## config.mk

```make
export PLATFORM = sky130hd
export DESIGN_NAME = par_serializer
export DESIGN_NICKNAME = d
export VERILOG_FILES = /design/src/rtl/par_ser_pkg.sv /design/src/rtl/par_ser_datapath.sv /design/src/rtl/par_ser_parity.sv /design/src/rtl/par_ser_ctrl.sv /design/src/rtl/par_serializer.sv
export SDC_FILE = /design/constraint.sdc
export NUM_CORES = 1
export LEC_CHECK = 0
export BUFFER_PORTS_ARGS = -buffer_cell sky130_fd_sc_hd__buf_2
export CORE_MARGIN = 2
export CORE_UTILIZATION = 31
export CTS_BUF_LIST = sky130_fd_sc_hd__clkbuf_2 sky130_fd_sc_hd__clkbuf_4 sky130_fd_sc_hd__clkbuf_8
export CTS_CLUSTER_SIZE = 30
export DETAILED_ROUTE_END_ITERATION = 8
export PLACE_DENSITY = 0.51
export SLEW_MARGIN = 15
export SYNTH_ARGS = -nofsm -noshare
export SYNTH_HDL_FRONTEND = slang
export SYNTH_SLANG_ARGS = --single-unit
```

## constraint.sdc

```tcl
create_clock -name clk -period 2 [get_ports clk]
set_input_delay 0.2 -clock clk [delete_from_list [all_inputs] [get_ports clk]]
set_output_delay 0.2 -clock clk [all_outputs]
set_load 0.005 [all_outputs]
```

## src/rtl/par_ser_pkg.sv

```systemverilog
package par_ser_pkg;

    typedef enum logic [1:0] {
        ST_IDLE,
        ST_DATA,
        ST_PARITY,
        ST_DONE
    } ser_state_t;

endpackage

```

## src/rtl/par_ser_datapath.sv

```systemverilog
module par_ser_datapath #(
    parameter int WORD_W = 8,
    localparam int CNT_W = $clog2(WORD_W)
) (
    input  logic              clk,
    input  logic              rst_n,
    input  logic              load_en,
    input  logic              shift_en,
    input  logic [WORD_W-1:0] word_i,
    output logic              lsb_o,
    output logic [CNT_W-1:0]  cnt_o
);

    logic [WORD_W-1:0] sreg_q;
    logic [WORD_W-1:0] sreg_d;
    logic [CNT_W-1:0]  cnt_q;

    // each stage takes the parallel bit on load or its upper neighbour on shift
    for (genvar gi = 0; gi < WORD_W; gi++) begin : g_stage
        logic upper;
        if (gi == WORD_W - 1) begin : g_top
            assign upper = 1'b0;
        end else begin : g_mid
            assign upper = sreg_q[gi+1];
        end
        always_comb begin
            if (load_en) begin
                sreg_d[gi] = word_i[gi];
            end else if (shift_en) begin
                sreg_d[gi] = upper;
            end else begin
                sreg_d[gi] = sreg_q[gi];
            end
        end
    end

    always_ff @(posedge clk) begin
        if (!rst_n) begin
            sreg_q <= '0;
            cnt_q  <= '0;
        end else begin
            sreg_q <= sreg_d;
            if (load_en) begin
                cnt_q <= '0;
            end else if (shift_en) begin
                cnt_q <= cnt_q + 1'b1;
            end
        end
    end

    assign lsb_o = sreg_q[0];
    assign cnt_o = cnt_q;

endmodule

```

## src/rtl/par_ser_parity.sv

```systemverilog
module par_ser_parity (
    input  logic clk,
    input  logic rst_n,
    input  logic clr,
    input  logic en,
    input  logic bit_i,
    output logic par_o
);

    logic par_q;

    // single state bit: next = current serial bit XOR present state
    always_ff @(posedge clk) begin
        if (!rst_n) begin
            par_q <= 1'b0;
        end else if (clr) begin
            par_q <= 1'b0;
        end else if (en) begin
            par_q <= par_q ^ bit_i;
        end
    end

    assign par_o = par_q;

endmodule

```

## src/rtl/par_ser_ctrl.sv

```systemverilog
module par_ser_ctrl
    import par_ser_pkg::*;
#(
    parameter int WORD_W = 8,
    localparam int CNT_W = $clog2(WORD_W),
    localparam logic [CNT_W-1:0] LAST_DATA = CNT_W'(WORD_W - 2)
) (
    input  logic             clk,
    input  logic             rst_n,
    input  logic             load_i,
    input  logic [CNT_W-1:0] cnt_i,
    output logic             load_en,
    output logic             shift_en,
    output logic             busy_o,
    output logic             done_o
);

    ser_state_t state_q;
    ser_state_t state_d;

    always_comb begin
        state_d = state_q;
        unique case (state_q)
            ST_IDLE: begin
                if (load_i) state_d = ST_DATA;        // idle_to_data
            end
            ST_DATA: begin
                if (cnt_i == LAST_DATA) state_d = ST_PARITY; // data_to_parity
            end
            ST_PARITY: begin
                state_d = ST_DONE;                     // parity_to_done
            end
            ST_DONE: begin
                if (load_i) state_d = ST_DATA;         // done_to_data
                else        state_d = ST_IDLE;         // done_to_idle
            end
            default: state_d = ST_IDLE;
        endcase
    end

    always_ff @(posedge clk) begin
        if (!rst_n) begin
            state_q <= ST_IDLE;
        end else begin
            state_q <= state_d;
        end
    end

    always_comb begin
        load_en  = 1'b0;
        shift_en = 1'b0;
        busy_o   = 1'b0;
        done_o   = 1'b0;
        unique case (state_q)
            ST_IDLE:   load_en = load_i;
            ST_DATA: begin
                shift_en = 1'b1;
                busy_o   = 1'b1;
            end
            ST_PARITY: busy_o = 1'b1;
            ST_DONE: begin
                done_o  = 1'b1;
                load_en = load_i;
            end
            default: ;
        endcase
    end

endmodule

```

## src/rtl/par_serializer.sv

```systemverilog
module par_serializer #(
    parameter int WORD_W = 8
) (
    input  logic              clk,
    input  logic              rst_n,
    input  logic              load_i,
    input  logic [WORD_W-1:0] word_i,
    output logic              ser_o,
    output logic              busy_o,
    output logic              done_o
);

    localparam int CNT_W = $clog2(WORD_W);
    localparam logic [CNT_W-1:0] PAR_SLOT = CNT_W'(WORD_W - 1);

    logic             load_en;
    logic             shift_en;
    logic             lsb;
    logic             par;
    logic [CNT_W-1:0] cnt;

    par_ser_datapath #(.WORD_W(WORD_W)) u_dp (
        .clk      (clk),
        .rst_n    (rst_n),
        .load_en  (load_en),
        .shift_en (shift_en),
        .word_i   (word_i),
        .lsb_o    (lsb),
        .cnt_o    (cnt)
    );

    par_ser_ctrl #(.WORD_W(WORD_W)) u_ctrl (
        .clk      (clk),
        .rst_n    (rst_n),
        .load_i   (load_i),
        .cnt_i    (cnt),
        .load_en  (load_en),
        .shift_en (shift_en),
        .busy_o   (busy_o),
        .done_o   (done_o)
    );

    par_ser_parity u_par (
        .clk   (clk),
        .rst_n (rst_n),
        .clr   (load_en),
        .en    (shift_en),
        .bit_i (lsb),
        .par_o (par)
    );

    // counter picks the parity flop for the last slot, else the shifter output
    always_comb begin
        if (!busy_o) begin
            ser_o = 1'b0;
        end else if (cnt == PAR_SLOT) begin
            ser_o = par;
        end else begin
            ser_o = lsb;
        end
    end

endmodule

```

==> impl_metrics.env <==
export IMPL_cts_num_sinks=14
export IMPL_detail_route_antenna_nets=0
export IMPL_root_buffer="clkbuf_4"
export IMPL_die_area_um2=2850
export IMPL_io_pins=14
export IMPL_p_total_mw=1.29
export IMPL_antennaDiodeCount=0
export IMPL_die_y_um=53.4
export IMPL_period_minus_slack_ps=1730
export IMPL_h_tree_depth=1
export IMPL_area_delta_synth_final_pct=15.6
export IMPL_syn_cell_area_um2=756
export IMPL_yosysTopAreaCellShare=0.371
export IMPL_clk_pin_slew_ps=90
export IMPL_ctsHoldBuffers=0
export IMPL_layout_nets=108
export IMPL_portBuffers=13
export IMPL_vdd_drop_max_mv=0.640
export IMPL_drc_errors=0
export IMPL_ys_seq_area_frac=0.371
export IMPL_wirelength_um=1340
export IMPL_design_core_area_um2=2250
export IMPL_synthFlopType="dfxtp_1"
export IMPL_maxCapViolations=0
export IMPL_ys_types=22
export IMPL_grt_overflow_total=0
export IMPL_drtIter0Drc=9
export IMPL_wire_per_inst_um=11.5
export IMPL_synth_edff_count=0
export IMPL_initial_utilization=0.335
export IMPL_routabilityCongestion=0.743
export IMPL_regArea_um2=280
export IMPL_ys_warn_count=0
export IMPL_cts_tree="done"
export IMPL_power_leakage_nw=0.445
export IMPL_tightestPinTransition_ps=456
export IMPL_fillers=245
export IMPL_hold_path_class="in -> reg"
export IMPL_drv_slew=0
export IMPL_avgSynthCellArea_um2=10.2
export IMPL_status="completed"
export IMPL_antenna_found_initial=0
export IMPL_startpoint_type="register"
export IMPL_num_rows=17
export IMPL_maxSlewHeadroom=0.696
export IMPL_synth_area_top_cells="dfxtp_1, mux2i_1, ha_1"
export IMPL_timing_final_hold_violations=0
export IMPL_drt_pass1_iterations=4
export IMPL_cts_setup_buffers=0
export IMPL_cts_buffers=3
export IMPL_ctsLongestPathBuffers=2
export IMPL_cts_resized_gates=0
export IMPL_ys_ff_latch=14
export IMPL_rsz0062_at_grt="false"
export IMPL_power_density_nw_per_um2=1480
export IMPL_timing_hold_ws_ps=157
export IMPL_dp_hpwl_um=1030
export IMPL_grt_pass1_wl_um=2350
export IMPL_worst_clock_skew_ps=4.02
export IMPL_grt_usage=0.115
export IMPL_r2r_setup_slack_ps=270
export IMPL_crit_type="reg -> reg"
export IMPL_drive_gt1_frac=0.247
export IMPL_grt_max_degree=13
export IMPL_max_freq_mhz=577
export IMPL_arrival_ps=1910
export IMPL_synthArstFlopShare=0
export IMPL_yosysTopAreaCell="dfxtp_1"
export IMPL_vias=541
export IMPL_critPathRequiredTime_ps=2180
export IMPL_tns_ps=0
export IMPL_crit_path_max_fanout=12
export IMPL_period_share=0.866
export IMPL_synthTopCellsByCount="dfxtp_1, mux2i_1, nand2_1"
export IMPL_grt_pass1_vias=524
export IMPL_setup_violations=0
export IMPL_synthesis_nets=92
export IMPL_clock_latency_ps=270
export IMPL_cp_end_kind="register"
export IMPL_yosysMostFrequentCell="dfxtp_1"
export IMPL_synthCells=74
export IMPL_via_per_inst=4.62
export IMPL_multiInputGateArea_um2=430
export IMPL_die_x_um=53.4
==> metal layers <==
layer / up-vias / track usage / routed length [um]
li1: 291 / - / -
met1: 242 / 0.149 / 674
met2: 8 / 0.183 / 611
met3: 0 / 0.0282 / 57
met4: 0 / 0.0385 / 0
met5: - / 0 / 0
==> state kept, by name (all words and copies together) (netlist names) <==
name	flops
u_dp.sreg_q	8
u_dp.cnt_o	3
u_ctrl.state_q	2
u_par.par_o	1
==> cells in the final DEF (no fill, tap or decap) <==
master    netlist  routed
a21boi_2        1       1
nor2_1          5       5
o311a_1         1       1
inv_1           3       3
o31ai_1         1       1
clkbuf_8        0       1
a211oi_1        1       1
nor2b_1         3       3
ha_1            7       7
o211ai_1        1       1
buf_4           1       2
xnor2_1         1       1
a211o_1         1       1
nand2_1        10      10
o211a_1         7       7
nand2b_1        1       1
dfxtp_1        14      14
clkbuf_4        0       3
and2b_2         1       1
o31ai_2         1       1
mux2i_1        10      10
buf_2           0      13
xor2_1          1       1
==> layout make-up <==
class / instances / area share
multi-input combinational: 53 / 0.493
timing repair buffer: 15 / 0.0917
inverter: 3 / 0.0129
clock buffer: 4 / 0.0415
sequential: 14 / 0.321
tap: 28 / 0.0401
==> path summary, 6_finish.rpt <==
| check | to | cells after the start | startpoint |
|---|---|---|---|
| max | u_dp.sreg_q[1] | 5 | u_ctrl.state_q[0] |
| min | u_dp.sreg_q[3] | 2 | word_i[3] |
| max reg2reg | u_dp.sreg_q[1] | 5 | u_ctrl.state_q[0] |
| min reg2reg | u_dp.cnt_o[1] | 2 | u_dp.cnt_o[1] |
==> worst max-delay path, stage by stage, from the launching register on <==
cell and delay (ps):
dfxtp_1 380, inv_1 110, ha_1 330, nand2b_1 350
buf_4 260, o211a_1 200
==> logic make-up after synthesis <==
logic type	share of synthesized area
buffers and inverters	0.0596
and+or+nand+nor	0.119
adders and majority gates	0.116
DFF	0.371
AOI/OAI and AO/OA	0.179
muxes	0.132
xor gates and xnor gates	0.0232
==> through the flow <==
step / util / setup slack, ps / cells / instance area, um^2
global route: 0.387 / 122 / 117 / 873
global placement: 0.371 / 296 / 113 / 837
finish: 0.387 / 268 / 117 / 873
CTS: 0.387 / 272 / 117 / 873
detailed placement: 0.371 / 290 / 113 / 837
floorplan: - / 523 / 74 / 756
==> report_power, final <==
group	internal, mW	total, mW	switching (mW)
Combinational	0.319	0.646	0.327
Clock	0.111	0.203	0.0920
Sequential	0.378	0.442	0.0640
(Power assumes the default switching activity.)
